$ cat config.mk
export PLATFORM = sky130hd
export DESIGN_NAME = s2mm_burst_writer
export DESIGN_NICKNAME = d
export VERILOG_FILES = /design/src/rtl/s2mm_pkg.sv /design/src/rtl/s2mm_fifo.sv /design/src/rtl/s2mm_burst_planner.sv /design/src/rtl/s2mm_burst_writer.sv
export SDC_FILE = /design/constraint.sdc
export NUM_CORES = 1
export LEC_CHECK = 0
export BUFFER_PORTS_ARGS = -buffer_cell sky130_fd_sc_hd__buf_2
export CAP_MARGIN = 0
export CORE_MARGIN = 1.5
export CORE_UTILIZATION = 50
export DETAILED_ROUTE_END_ITERATION = 16
export PLACE_DENSITY = 0.77
export SYNTH_ARGS = -nofsm -noshare
export SYNTH_HDL_FRONTEND = slang
export SYNTH_HIERARCHICAL = 1
export SYNTH_SLANG_ARGS = --single-unit
$ cat constraint.sdc
create_clock -name clk -period 9.15 [get_ports clk]
set_input_delay 1.3725 -clock clk [delete_from_list [all_inputs] [get_ports clk]]
set_output_delay 1.3725 -clock clk [all_outputs]
set_load 0.01 [all_outputs]
$ cat src/rtl/s2mm_pkg.sv
package s2mm_pkg;

  typedef enum logic [2:0] {
    WR_IDLE,   // waiting for a command
    WR_PLAN,   // burst sized, waiting for address permission
    WR_ADDR,   // address offered on the write address channel
    WR_DATA,   // moving the burst's beats
    WR_RESP,   // waiting for the burst's write response
    WR_STS     // offering the command status
  } wr_state_e;

  // status flag offsets above the tag field
  localparam int STS_RESP_OFS = 0;
  localparam int STS_KEEP_OFS = 1;
  localparam int STS_LAST_OFS = 2;
  localparam int STS_OK_OFS   = 3;

endpackage

$ cat src/rtl/s2mm_fifo.sv
module s2mm_fifo #(
  parameter int WIDTH = 37,
  parameter int DEPTH = 8
) (
  input  logic             clk,
  input  logic             rst_n,
  input  logic             push,
  input  logic [WIDTH-1:0] din,
  input  logic             pop,
  output logic [WIDTH-1:0] dout,
  output logic             full,
  output logic             empty
);
  localparam int PTR_W = $clog2(DEPTH);

  logic [WIDTH-1:0] mem_q [DEPTH];
  logic [PTR_W-1:0] wr_q, wr_d, rd_q, rd_d;
  logic [PTR_W:0]   cnt_q, cnt_d;

  assign full  = (cnt_q == (PTR_W+1)'(DEPTH));
  assign empty = (cnt_q == '0);
  assign dout  = mem_q[rd_q];

  always_comb begin
    wr_d  = push ? wr_q + PTR_W'(1) : wr_q;
    rd_d  = pop  ? rd_q + PTR_W'(1) : rd_q;
    cnt_d = cnt_q;
    case ({push, pop})
      2'b10:   cnt_d = cnt_q + (PTR_W+1)'(1);
      2'b01:   cnt_d = cnt_q - (PTR_W+1)'(1);
      default: cnt_d = cnt_q;
    endcase
  end

  always_ff @(posedge clk or negedge rst_n) begin
    if (!rst_n) begin
      wr_q  <= '0;
      rd_q  <= '0;
      cnt_q <= '0;
    end else begin
      wr_q  <= wr_d;
      rd_q  <= rd_d;
      cnt_q <= cnt_d;
    end
  end

  always_ff @(posedge clk) begin
    if (push) mem_q[wr_q] <= din;
  end
endmodule

$ cat src/rtl/s2mm_burst_planner.sv
module s2mm_burst_planner #(
  parameter int ADDR_W     = 32,
  parameter int WORD_W     = 22,
  parameter int MAX_BEATS  = 16,
  parameter int BOUNDARY   = 4096,
  parameter int BEAT_SHIFT = 2,
  parameter int CNT_W      = 5
) (
  input  logic [ADDR_W-1:0] addr,
  input  logic [WORD_W-1:0] words_left,
  output logic [CNT_W-1:0]  beats
);
  localparam int BND_SHIFT = $clog2(BOUNDARY);
  localparam int BND_W     = BND_SHIFT - BEAT_SHIFT + 1;

  logic [BND_W-1:0]  to_bnd;
  logic [WORD_W-1:0] lim;

  always_comb begin
    to_bnd = BND_W'(BOUNDARY >> BEAT_SHIFT)
           - BND_W'(addr[BND_SHIFT-1:BEAT_SHIFT]);
    lim = WORD_W'(MAX_BEATS);
    if (words_left < lim)         lim = words_left;
    if (WORD_W'(to_bnd) < lim)    lim = WORD_W'(to_bnd);
    beats = CNT_W'(lim);
  end
endmodule

$ cat src/rtl/s2mm_burst_writer.sv
module s2mm_burst_writer
  import s2mm_pkg::*;
#(
  parameter int ADDR_W     = 32,
  parameter int DATA_W     = 32,
  parameter int BTT_W      = 23,
  parameter int TAG_W      = 4,
  parameter int MAX_BEATS  = 16,
  parameter int BOUNDARY   = 4096,
  parameter int FIFO_DEPTH = 8,
  parameter int PREFETCH   = 4
) (
  input  logic                          clk,
  input  logic                          rst_n,
  input  logic                          cmd_valid,
  output logic                          cmd_ready,
  input  logic [ADDR_W+BTT_W+TAG_W-1:0] cmd_data,
  input  logic                          allow_addr_req,
  input  logic                          in_tvalid,
  output logic                          in_tready,
  input  logic [DATA_W-1:0]             in_tdata,
  input  logic [DATA_W/8-1:0]           in_tkeep,
  input  logic                          in_tlast,
  output logic                          aw_valid,
  input  logic                          aw_ready,
  output logic [ADDR_W-1:0]             aw_addr,
  output logic [7:0]                    aw_len,
  output logic [2:0]                    aw_size,
  output logic [1:0]                    aw_burst,
  output logic                          w_valid,
  input  logic                          w_ready,
  output logic [DATA_W-1:0]             w_data,
  output logic [DATA_W/8-1:0]           w_strb,
  output logic                          w_last,
  input  logic                          b_valid,
  output logic                          b_ready,
  input  logic [1:0]                    b_resp,
  output logic                          sts_valid,
  input  logic                          sts_ready,
  output logic [TAG_W+3:0]              sts_data,
  output logic                          sts_last,
  output logic                          addr_posted,
  output logic                          xfer_done,
  output logic                          next_len_load,
  output logic [7:0]                    next_len
);
  localparam int STRB_W     = DATA_W / 8;
  localparam int BEAT_SHIFT = $clog2(STRB_W);
  localparam int WORD_W     = BTT_W + 1 - BEAT_SHIFT;
  localparam int CNT_W      = $clog2(MAX_BEATS + 1);
  localparam int PRE_W      = $clog2(PREFETCH + 1);
  localparam int FIFO_W     = DATA_W + STRB_W + 1;

  wr_state_e         state_q, state_d;
  logic [ADDR_W-1:0] addr_q, addr_d;
  logic [WORD_W-1:0] words_q, words_d;
  logic [TAG_W-1:0]  tag_q, tag_d;
  logic [CNT_W-1:0]  len_q, len_d;
  logic [CNT_W-1:0]  beat_q, beat_d;
  logic [PRE_W-1:0]  pre_q, pre_d;
  logic              rerr_q, rerr_d, kerr_q, kerr_d, lerr_q, lerr_d;

  logic              cmd_fire, push, pop, aw_fire, b_fire, sts_fire;
  logic              f_full, f_empty, f_last, keep_bad, cmd_end_beat;
  logic [FIFO_W-1:0] f_dout;
  logic [STRB_W-1:0] f_keep;
  logic [CNT_W-1:0]  plan_beats;
  logic [BTT_W:0]    btt_round;

  // command fields: tag low, byte count, address high
  assign btt_round = {1'b0, cmd_data[TAG_W +: BTT_W]} + (BTT_W+1)'(STRB_W - 1);

  s2mm_fifo #(.WIDTH(FIFO_W), .DEPTH(FIFO_DEPTH)) fifo_i (
    .clk(clk), .rst_n(rst_n),
    .push(push), .din({in_tlast, in_tkeep, in_tdata}),
    .pop(pop), .dout(f_dout), .full(f_full), .empty(f_empty)
  );

  s2mm_burst_planner #(
    .ADDR_W(ADDR_W), .WORD_W(WORD_W), .MAX_BEATS(MAX_BEATS),
    .BOUNDARY(BOUNDARY), .BEAT_SHIFT(BEAT_SHIFT), .CNT_W(CNT_W)
  ) plan_i (
    .addr(addr_q), .words_left(words_q), .beats(plan_beats)
  );

  assign f_last  = f_dout[FIFO_W-1];
  assign f_keep  = f_dout[DATA_W +: STRB_W];

  assign cmd_ready = (state_q == WR_IDLE);
  assign cmd_fire  = cmd_valid && cmd_ready;
  assign in_tready = !f_full && ((state_q != WR_IDLE) || (pre_q < PRE_W'(PREFETCH)));
  assign push      = in_tvalid && in_tready;

  assign aw_valid  = (state_q == WR_ADDR);
  assign aw_addr   = addr_q;
  assign aw_len    = 8'(len_q);
  assign aw_size   = 3'(BEAT_SHIFT);
  assign aw_burst  = 2'b01;
  assign aw_fire   = aw_valid && aw_ready;

  assign w_valid   = (state_q == WR_DATA) && !f_empty;
  assign w_data    = f_dout[DATA_W-1:0];
  assign w_strb    = f_keep;
  assign w_last    = (beat_q == len_q);
  assign pop       = w_valid && w_ready;

  assign b_ready   = (state_q == WR_RESP);
  assign b_fire    = b_valid && b_ready;

  assign sts_valid = (state_q == WR_STS);
  assign sts_last  = 1'b1;
  assign sts_fire  = sts_valid && sts_ready;
  assign sts_data  = {!(rerr_q || kerr_q || lerr_q), lerr_q, kerr_q, rerr_q, tag_q};

  assign addr_posted   = aw_fire;
  assign next_len_load = aw_fire;
  assign next_len      = aw_len;
  assign xfer_done     = b_fire && (words_q == '0);

  // words_q is already reduced by the current burst during the data phase
  assign cmd_end_beat = w_last && (words_q == '0);
  assign keep_bad     = (f_keep == '0) || (!f_last && (f_keep != '1));

  always_comb begin
    state_d = state_q;
    addr_d  = addr_q;
    words_d = words_q;
    tag_d   = tag_q;
    len_d   = len_q;
    beat_d  = beat_q;
    pre_d   = pre_q;
    rerr_d  = rerr_q;
    kerr_d  = kerr_q;
    lerr_d  = lerr_q;

    if (cmd_fire)                          pre_d = '0;
    else if (state_q == WR_IDLE && push)   pre_d = pre_q + PRE_W'(1);

    case (state_q)
      WR_IDLE: if (cmd_fire) begin
        addr_d  = cmd_data[TAG_W+BTT_W +: ADDR_W];
        words_d = btt_round[BTT_W:BEAT_SHIFT];
        tag_d   = cmd_data[TAG_W-1:0];
        rerr_d  = 1'b0;
        kerr_d  = 1'b0;
        lerr_d  = 1'b0;
        state_d = WR_PLAN;
      end
      WR_PLAN: if (allow_addr_req) begin
        len_d   = plan_beats - CNT_W'(1);
        state_d = WR_ADDR;
      end
      WR_ADDR: if (aw_fire) begin
        addr_d  = addr_q + (ADDR_W'(len_q) + ADDR_W'(1) << BEAT_SHIFT);
        words_d = words_q - (WORD_W'(len_q) + WORD_W'(1));
        beat_d  = '0;
        state_d = WR_DATA;
      end
      WR_DATA: if (pop) begin
        if (keep_bad)                 kerr_d = 1'b1;
        if (f_last != cmd_end_beat)   lerr_d = 1'b1;
        beat_d = beat_q + CNT_W'(1);
        if (w_last) state_d = WR_RESP;
      end
      WR_RESP: if (b_fire) begin
        if (b_resp[1]) rerr_d = 1'b1;
        state_d = (words_q == '0) ? WR_STS : WR_PLAN;
      end
      WR_STS: if (sts_fire) state_d = WR_IDLE;
      default: state_d = WR_IDLE;
    endcase
  end

  always_ff @(posedge clk or negedge rst_n) begin
    if (!rst_n) begin
      state_q <= WR_IDLE;
      addr_q  <= '0;
      words_q <= '0;
      tag_q   <= '0;
      len_q   <= '0;
      beat_q  <= '0;
      pre_q   <= '0;
      rerr_q  <= 1'b0;
      kerr_q  <= 1'b0;
      lerr_q  <= 1'b0;
    end else begin
      state_q <= state_d;
      addr_q  <= addr_d;
      words_q <= words_d;
      tag_q   <= tag_d;
      len_q   <= len_d;
      beat_q  <= beat_d;
      pre_q   <= pre_d;
      rerr_q  <= rerr_d;
      kerr_q  <= kerr_d;
      lerr_q  <= lerr_d;
    end
  end
endmodule

==> results of run 1 <==
-- tightest hold or removal path, delay by kind of cell, from the launching register on --
family           cells  cell delay, ns
flip-flops           1            0.34
AND/OR/NAND/NOR      2            0.10
-- final timing paths --
path | to | slack (ns) | depth (start not counted)
max | w_data[14] | 4.45 | 4
min | tag_q[3] | 0.48 | 2
min reg2reg | tag_q[3] | 0.48 | 2
min in group asynchronous | aw_addr[3] | 0.76 | 1
max reg2reg | len_q[4] | 5.41 | 18
max in group asynchronous | fifo_i/rd_q[0] | 7.26 | 2
-- Yosys cell counts (all sizes together) (4+ instances only) --
| master | count |
|---|---|
| a31oi | 11 |
| mux2 | 41 |
| or2 | 5 |
| edfxtp | 296 |
| nand2 | 91 |
| o22ai | 9 |
| nor3 | 40 |
| nand3 | 31 |
| o31ai | 4 |
| o21ai | 45 |
| o221ai | 4 |
| buf | 51 |
| dfrtp | 87 |
| mux2i | 5 |
| nand2b | 9 |
| nor4 | 13 |
| nand4 | 14 |
| mux4 | 74 |
| nor2b | 5 |
| o211ai | 13 |
| inv | 25 |
| a211oi | 11 |
| or4 | 4 |
| ha | 31 |
| a21oi | 48 |
| o311ai | 4 |
| o32ai | 7 |
| nor2 | 70 |
| a311oi | 7 |
| nor4b | 4 |
| or3 | 11 |
| clkbuf | 23 |
| and3 | 7 |
| and2 | 9 |
| o21a | 6 |
| xor2 | 31 |
| a2bb2oi | 5 |
| xnor2 | 24 |
-- cell usage in the layout, fill, tap and decap left out, drive strengths merged, types with 24 or more instances in the layout --
cell type,count
a21oi,48
buf,216
clkbuf,49
dfrtp,87
edfxtp,296
ha,31
inv,29
mux2,41
mux4,74
nand2,91
nand3,31
nor2,70
nor3,40
o21ai,45
xnor2,24
xor2,31
-- through the flow --
| stage | cells | power (mW) | area, µm² | utilization | hold WS, ns |
|---|---|---|---|---|---|
| after floorplan | 1235 | 4.41 | 17900 | - | 0.455 |
| after global placement | 1832 | 5.09 | 19200 | 0.551 | 0.454 |
| after detailed placement | 1832 | 5.18 | 19200 | 0.551 | 0.464 |
| after CTS | 1906 | 6.77 | 20500 | 0.588 | 0.480 |
| after global routing | 1907 | 7.12 | 20500 | 0.588 | 0.492 |
| final | 1910 | 6.72 | 20500 | 0.588 | 0.475 |
-- logic make-up (layout without fill, tap and decap cells) --
family,after synthesis,after routing
and+or+nand+nor,328,328
AOI/OAI and AO/OA,199,199
adders and majority gates,33,33
muxes,120,120
xor gates and xnor gates,55,55
buffers and inverters,99,315
DFF,383,383
other,3,22
-- registers in the layout, summed over array words and instances (netlist names) --
name	count
beat_q	5
tag_q	4
words_q	22
fifo_i/mem_q	296
lerr_q	1
kerr_q	1
fifo_i/cnt_q	4
len_q	5
fifo_i/wr_q	3
state_q	3
fifo_i/rd_q	3
aw_addr	32
pre_q	3
rerr_q	1
-- area by class of cell --
| class | instances | area (µm²) |
|---|---|---|
| Tap cell | 455 | 569 |
| Antenna cell | 4 | 10.0 |
| Timing Repair Buffer | 216 | 1120 |
| Clock buffer | 49 | 1040 |
| Fill cell | 2605 | 14300 |
| Sequential cell | 383 | 11100 |
| Multi-Input combinational cell | 753 | 6320 |
| Clock inverter | 25 | 225 |
| Inverter | 25 | 104 |
-- per-layer routing --
layer / wire length [µm] / GRT usage / vias to the layer above
met5: 57 / 0 / -
li1: - / - / 5133
met1: 16100 / 0.284 / 5599
met3: 2750 / 0.0493 / 85
met2: 20200 / 0.364 / 406
met4: 1280 / 0.0931 / 10
-- report_power, final --
group	internal (mW)	leakage [nW]	switching [mW]
clock network	0.883	0.608	0.689
registers	2.26	3.70	0.413
logic	1.14	3.06	1.34
==> results.md, run 1 <==
- Status: completed
- Routed length per instance: 21.1 µm
- Capturing element type of the critical path: primary output
- Slowest-stage cell, CP: buf_4
- Synth Area in Compound Gates: 0.0745
- Arrival time at the worst endpoint: 3.33 ns
- Antenna Nets Post-Route: 0
- Clock-pin slew on the worst setup and hold paths: 0.06 ns
- Cell Area, Synth: 17800 µm²
- IO Pins: 215
- Synthesized flop and latch total: 383
- Vias: 11200
- Max-Cap Viols: 0
- Number of CTS-inserted buffers: 40
- Sequential share of the synthesized area: 0.621
- Clock Latency Late Sink: 0.58 ns
- Area Growth Syn to Fin: 14.8%
- CP Launch Type: flip-flop
- Final hold vios: 0
- Drt drc: 0
- Area share of the largest cell type after synthesis: 0.499
- First-pass GRT wire length: 61900 µm
- 1st-pass router iterations: 6
- Total grt overflow: 0
- Power Density: 329 nW/µm²
- Share of synthesized flip-flops with an asynchronous set or reset: 0.227
- CTS H-tree depth: 2
- CP bufs+invs: 2
- Hold_sp: tag_q[3]
- Number of global-route vias before repair: 11200
- GRT Total Usage: 0.222
- Setup-failing EPs final: 0
- Row Count: 68
- CORE AREA: 34800 µm²
- CP Cell Sequence: buf_4 -> mux4_2 -> mux2_2 -> buf_2
- TNS Setup: 0 ns
- CP required: 7.78 ns
- Post-CTS resize count: 0
- Main combinational cell family by area after synthesis: multiplexers
- Top cells by area, synth: edfxtp_1 50%, dfrtp_1 12%, mux4_2 9.3%, mux2_2 2.6%, ha_1 2.2%
- Syn avg cell area: 14.6 µm²
- Initial antenna violation count: 6
- Post-Synth Simple-Gate Area: 0.0995
- Max Fclk: 213 MHz
- Tightest Pin Transition: 1.12 ns
- 1st-iter DRT viols: 929
- Worst min-delay path category: flip-flop to flip-flop
- Relative slew slack: 0.256
- Worst r2r src: aw_addr[2]
- Ys flop type: edfxtp_1
- RD Place Congestion: 0.898
- WS Path Type: flip-flop to primary output
- Nets@finish: 1559
- Starting density of the core: 0.512
- CP max FO: 48
- Number of vias per cell: 5.88
- Clock Sinks: 383
- Syn Inst Count: 1220
- Hpwl dp: 24100 µm
- Yosys Warn Count: 6
- VDD IR max: 0.205 mV
- Delay-heaviest family, CP: buffers and inverters
- Post-Synth XOR/XNOR Area: 0.0270
- Die X-Extent: 192 µm
- Setup crit start: fifo_i/rd_q[0]
- Final Critical Period: 4.70 ns
- Setup bufs post-CTS: 0
- Clk_skew: 0.0470 ns
- Worst path max stage delay: 0.81 ns
- DRT Wirelength: 40300 µm
- EDFF count, synth: 296
- Largest net degree at the start of global routing: 77
- Buffer depth of the longest clock path: 3
- Die Y: 192 µm
- Synth cell types: 90
- Unrepaired setup endpoints after global routing: false
- # hold bufs at CTS: 0
- Leak: 7.37 nW
- CTS tree: yes
- Share of cells above drive strength 1: 0.300
- Top cell type by total area after synthesis: edfxtp_1
- Full die area: 36800 µm²
- Post-synthesis mux area share: 0.122
- PortBufs: 201
- Final WS setup: 4.45 ns
- Slew Limit Fails: 0
- Placement Setup Slack: 4.95 ns
- Final worst-path cycle share: 0.514
- Adder-Cell Fraction of Synth Area: 0.0240
- CTS Root Cell: clkbuf_16
Power figures use the tool's default switching activity.
==> inputs of run 2 (changes only) <==
--- a/config.mk
+++ b/config.mk
@@ -10,7 +10,7 @@
 export CORE_MARGIN = 1.5
 export CORE_UTILIZATION = 50
 export DETAILED_ROUTE_END_ITERATION = 16
-export PLACE_DENSITY = 0.77
+export PLACE_DENSITY = 0.8
 export SYNTH_ARGS = -nofsm -noshare
 export SYNTH_HDL_FRONTEND = slang
 export SYNTH_HIERARCHICAL = 1
==> constraint.sdc (replaced) <==
create_clock -name clk -period 3.8 [get_ports clk]
set_input_delay 0.57 -clock clk [delete_from_list [all_inputs] [get_ports clk]]
set_output_delay 0.57 -clock clk [all_outputs]
set_load 0.01 [all_outputs]
==> results.md, run 2 (synthesized netlist as in run 1, its figures left out) <==
- Die Y: 192 µm (unchanged)
- Final Critical Period: 3.69 ns
- GRT Total Usage: 0.229 (was 0.222)
- Top reg by flops: fifo_i/mem_q (unchanged)
- CTS H-tree depth: 2 (unchanged)
- Number of CTS-inserted buffers: 42 (was 40)
- Power Density: 809 nW/µm² (was 329 nW/µm²)
- PortBufs: 201 (unchanged)
- CP bufs+invs: 1 (was 2)
- Row Count: 68 (unchanged)
- CP required: 4.26 ns (was 7.78 ns)
- Routed length per instance: 21.9 µm (was 21.1 µm)
- 1st-iter DRT viols: 943 (was 929)
- Buffer depth of the longest clock path: 3 (unchanged)
- Antenna Nets Post-Route: 0 (unchanged)
- CTS tree: yes (unchanged)
- VDD IR max: 0.508 mV (was 0.205 mV)
- Vias: 11700 (was 11200)
- Non-filler instance count after layout: 1934 (was 1910)
- Worst path max stage delay: 0.57 ns (was 0.81 ns)
- Number of global-route vias before repair: 11600 (was 11200)
- CP Launch Type: flip-flop (unchanged)
- Worst min-delay path category: primary input to asynchronous set/reset pin (was flip-flop to flip-flop)
- Drt drc: 0 (unchanged)
- CTS Root Cell: clkbuf_16 (unchanged)
- Clk_skew: 0.0179 ns (was 0.0470 ns)
- Hpwl dp: 26400 µm (was 24100 µm)
- Worst r2r src: aw_addr[5] (was aw_addr[2])
- Largest net degree at the start of global routing: 64 (was 77)
- IO Pins: 215 (unchanged)
- Area Growth Syn to Fin: 17.3% (was 14.8%)
- Commonest non-fill, non-tap cells in the layout: 296 x edfxtp_1, 200 x buf_2, 88 x nand2_1 (was 296 x edfxtp_1, 200 x buf_2, 89 x nand2_1)
- Placed cell count: 1849 (was 1832)
- Most common cell after layout, fill and taps aside: edfxtp_1 (unchanged)
- Status: completed (unchanged)
- Tightest Pin Transition: 0.914 ns (was 1.12 ns)
- Setup-failing EPs final: 0 (unchanged)
- Worst-case reg-to-reg path depth: 16 (was 18)
- Delay-heaviest family, CP: simple AND/OR/NAND/NOR gates (was buffers and inverters)
- Leak: 7.60 nW (was 7.37 nW)
- 1st-pass router iterations: 5 (was 6)
- Reg-to-reg endpoint: len_q[4] (unchanged)
- Max-Cap Viols: 0 (unchanged)
- Initial antenna violation count: 4 (was 6)
- Max reg flops: 296 (unchanged)
- First-pass GRT wire length: 64300 µm (was 61900 µm)
- Max Fclk: 271 MHz
- Nets@finish: 1583 (was 1559)
- CORE AREA: 34800 µm² (unchanged)
- Number of vias per cell: 6.04 (was 5.88)
- Arrival time at the worst endpoint: 4.15 ns (was 3.33 ns)
- Share of cells above drive strength 1: 0.324 (was 0.300)
- DRT Wirelength: 42400 µm (was 40300 µm)
- Full die area: 36800 µm² (unchanged)
- CP max FO: 8 (was 48)
- Clock-pin slew on the worst setup and hold paths: 0.06 ns (about the same)
- Total grt overflow: 0 (unchanged)
- Total Power: 16.9 mW (was 6.72 mW)
- Relative slew slack: 0.390 (was 0.256)
- WS Path Type: flip-flop to flip-flop (was flip-flop to primary output)
- R2R setup slack: 0.11 ns (was 5.41 ns)
- RD Place Congestion: 0.919 (was 0.898)
- Clock Latency Late Sink: 0.55 ns (was 0.58 ns)
- Clock Sinks: 383 (unchanged)
- Slew Limit Fails: 0 (unchanged)
- Final worst-path cycle share: 0.971
- Die X-Extent: 192 µm (unchanged)
- Final hold vios: 0 (unchanged)
- Slowest-stage cell, CP: or4_4 (was buf_4)
- CP Cell Sequence: or4_4 -> nand2b_4 -> nor4_2 -> xnor2_1 -> ha_1 -> nand2_1 -> a21oi_4 -> or2_4 -> o21ai_1 -> nand3_1 -> inv_1 -> ha_1 -> nor3b_2 -> xor2_1 -> nand2_1 -> o21ai_0 (was buf_4 -> mux4_2 -> mux2_2 -> buf_2)
- Starting density of the core: 0.512 (unchanged)
- Capturing element type of the critical path: flip-flop (was primary output)
## run 2: cell count changes in the layout (fill, tap and decap cells not counted), moves of 3 or more
cell,before,now
clkbuf_16,40,43
bufinv_16,2,5
dfrtp_2,1,4
buf_4,16,33
o21ai_0,37,34
o21ai_1,7,10
buf_12,0,5
## run 2: worst register-to-register path, stage by stage (launching register included)
cell	delay (ns)
dfrtp_2	0.45
or4_4	0.57
nand2b_4	0.17
nor4_2	0.27
xnor2_1	0.17
ha_1	0.28
nand2_1	0.13
a21oi_4	0.07
or2_4	0.30
o21ai_1	0.19
nand3_1	0.14
inv_1	0.10
ha_1	0.19
nor3b_2	0.21
xor2_1	0.19
nand2_1	0.07
o21ai_0	0.09
## run 2: power breakdown
group / leakage [nW] / internal (mW) / switching (mW) / total, mW
Sequential: 3.70 / 5.44 / 0.889 / 6.33
Clock: 0.681 / 2.45 / 1.66 / 4.11
Combinational: 3.21 / 2.94 / 3.54 / 6.48
Total: 7.60 / 10.8 / 6.09 / 16.9
## run 2: repair_timing
item                                   CTS  global route
endpoints found under the hold margin    0             0
gates resized for setup                  0            21
setup endpoints to repair                0             3
hold buffers                             0             0
buffers inserted                         0             5
## run 2: metal layers
metal / track usage / vias up / wire [µm]
li1: - / 5188 / -
met1: 0.293 / 5889 / 16600
met2: 0.391 / 493 / 21700
met3: 0.0442 / 106 / 2840
met4: 0.0796 / 0 / 1300
met5: 0 / - / 0
## run 2: cell type report
type / instances / area, µm²
fill: 2562 / 13900
sequential: 383 / 11100
multi-input combinational: 753 / 6400
timing repair buffer: 238 / 1350
clock buffer: 50 / 1110
tap: 455 / 569
clock inverter: 26 / 285
inverter: 25 / 104
antenna: 4 / 10.0
## run 2: worst max path at each step
stage / from / end / slack (ns) / depth (start not counted)
2_1_floorplan: aw_addr[2] / len_q[4] / 0.34 / 17
3_3_place_gp: aw_addr[3] / len_q[4] / 0.26 / 18
3_5_place_dp: aw_addr[3] / len_q[4] / 0.09 / 18
4_1_cts: aw_addr[3] / len_q[4] / 0.05 / 18
5_1_grt: aw_addr[5] / len_q[4] / -0.13 / 16
6_report: aw_addr[5] / len_q[4] / 0.11 / 16
## run 2: metrics by stage
step | setup TNS [ns] | instance area, µm² | setup slack [ns] | util | hold WS [ns]
floorplan | 0 | 17900 | 0.339 | - | 0.274
global placement | 0 | 19400 | 0.262 | 0.557 | 0.453
detailed placement | 0 | 19400 | 0.0863 | 0.557 | 0.458
CTS | 0 | 20800 | 0.0502 | 0.597 | 0.161
global route | -0.130 | 20900 | -0.130 | 0.601 | 0.193
finish | 0 | 20900 | 0.109 | 0.601 | 0.131
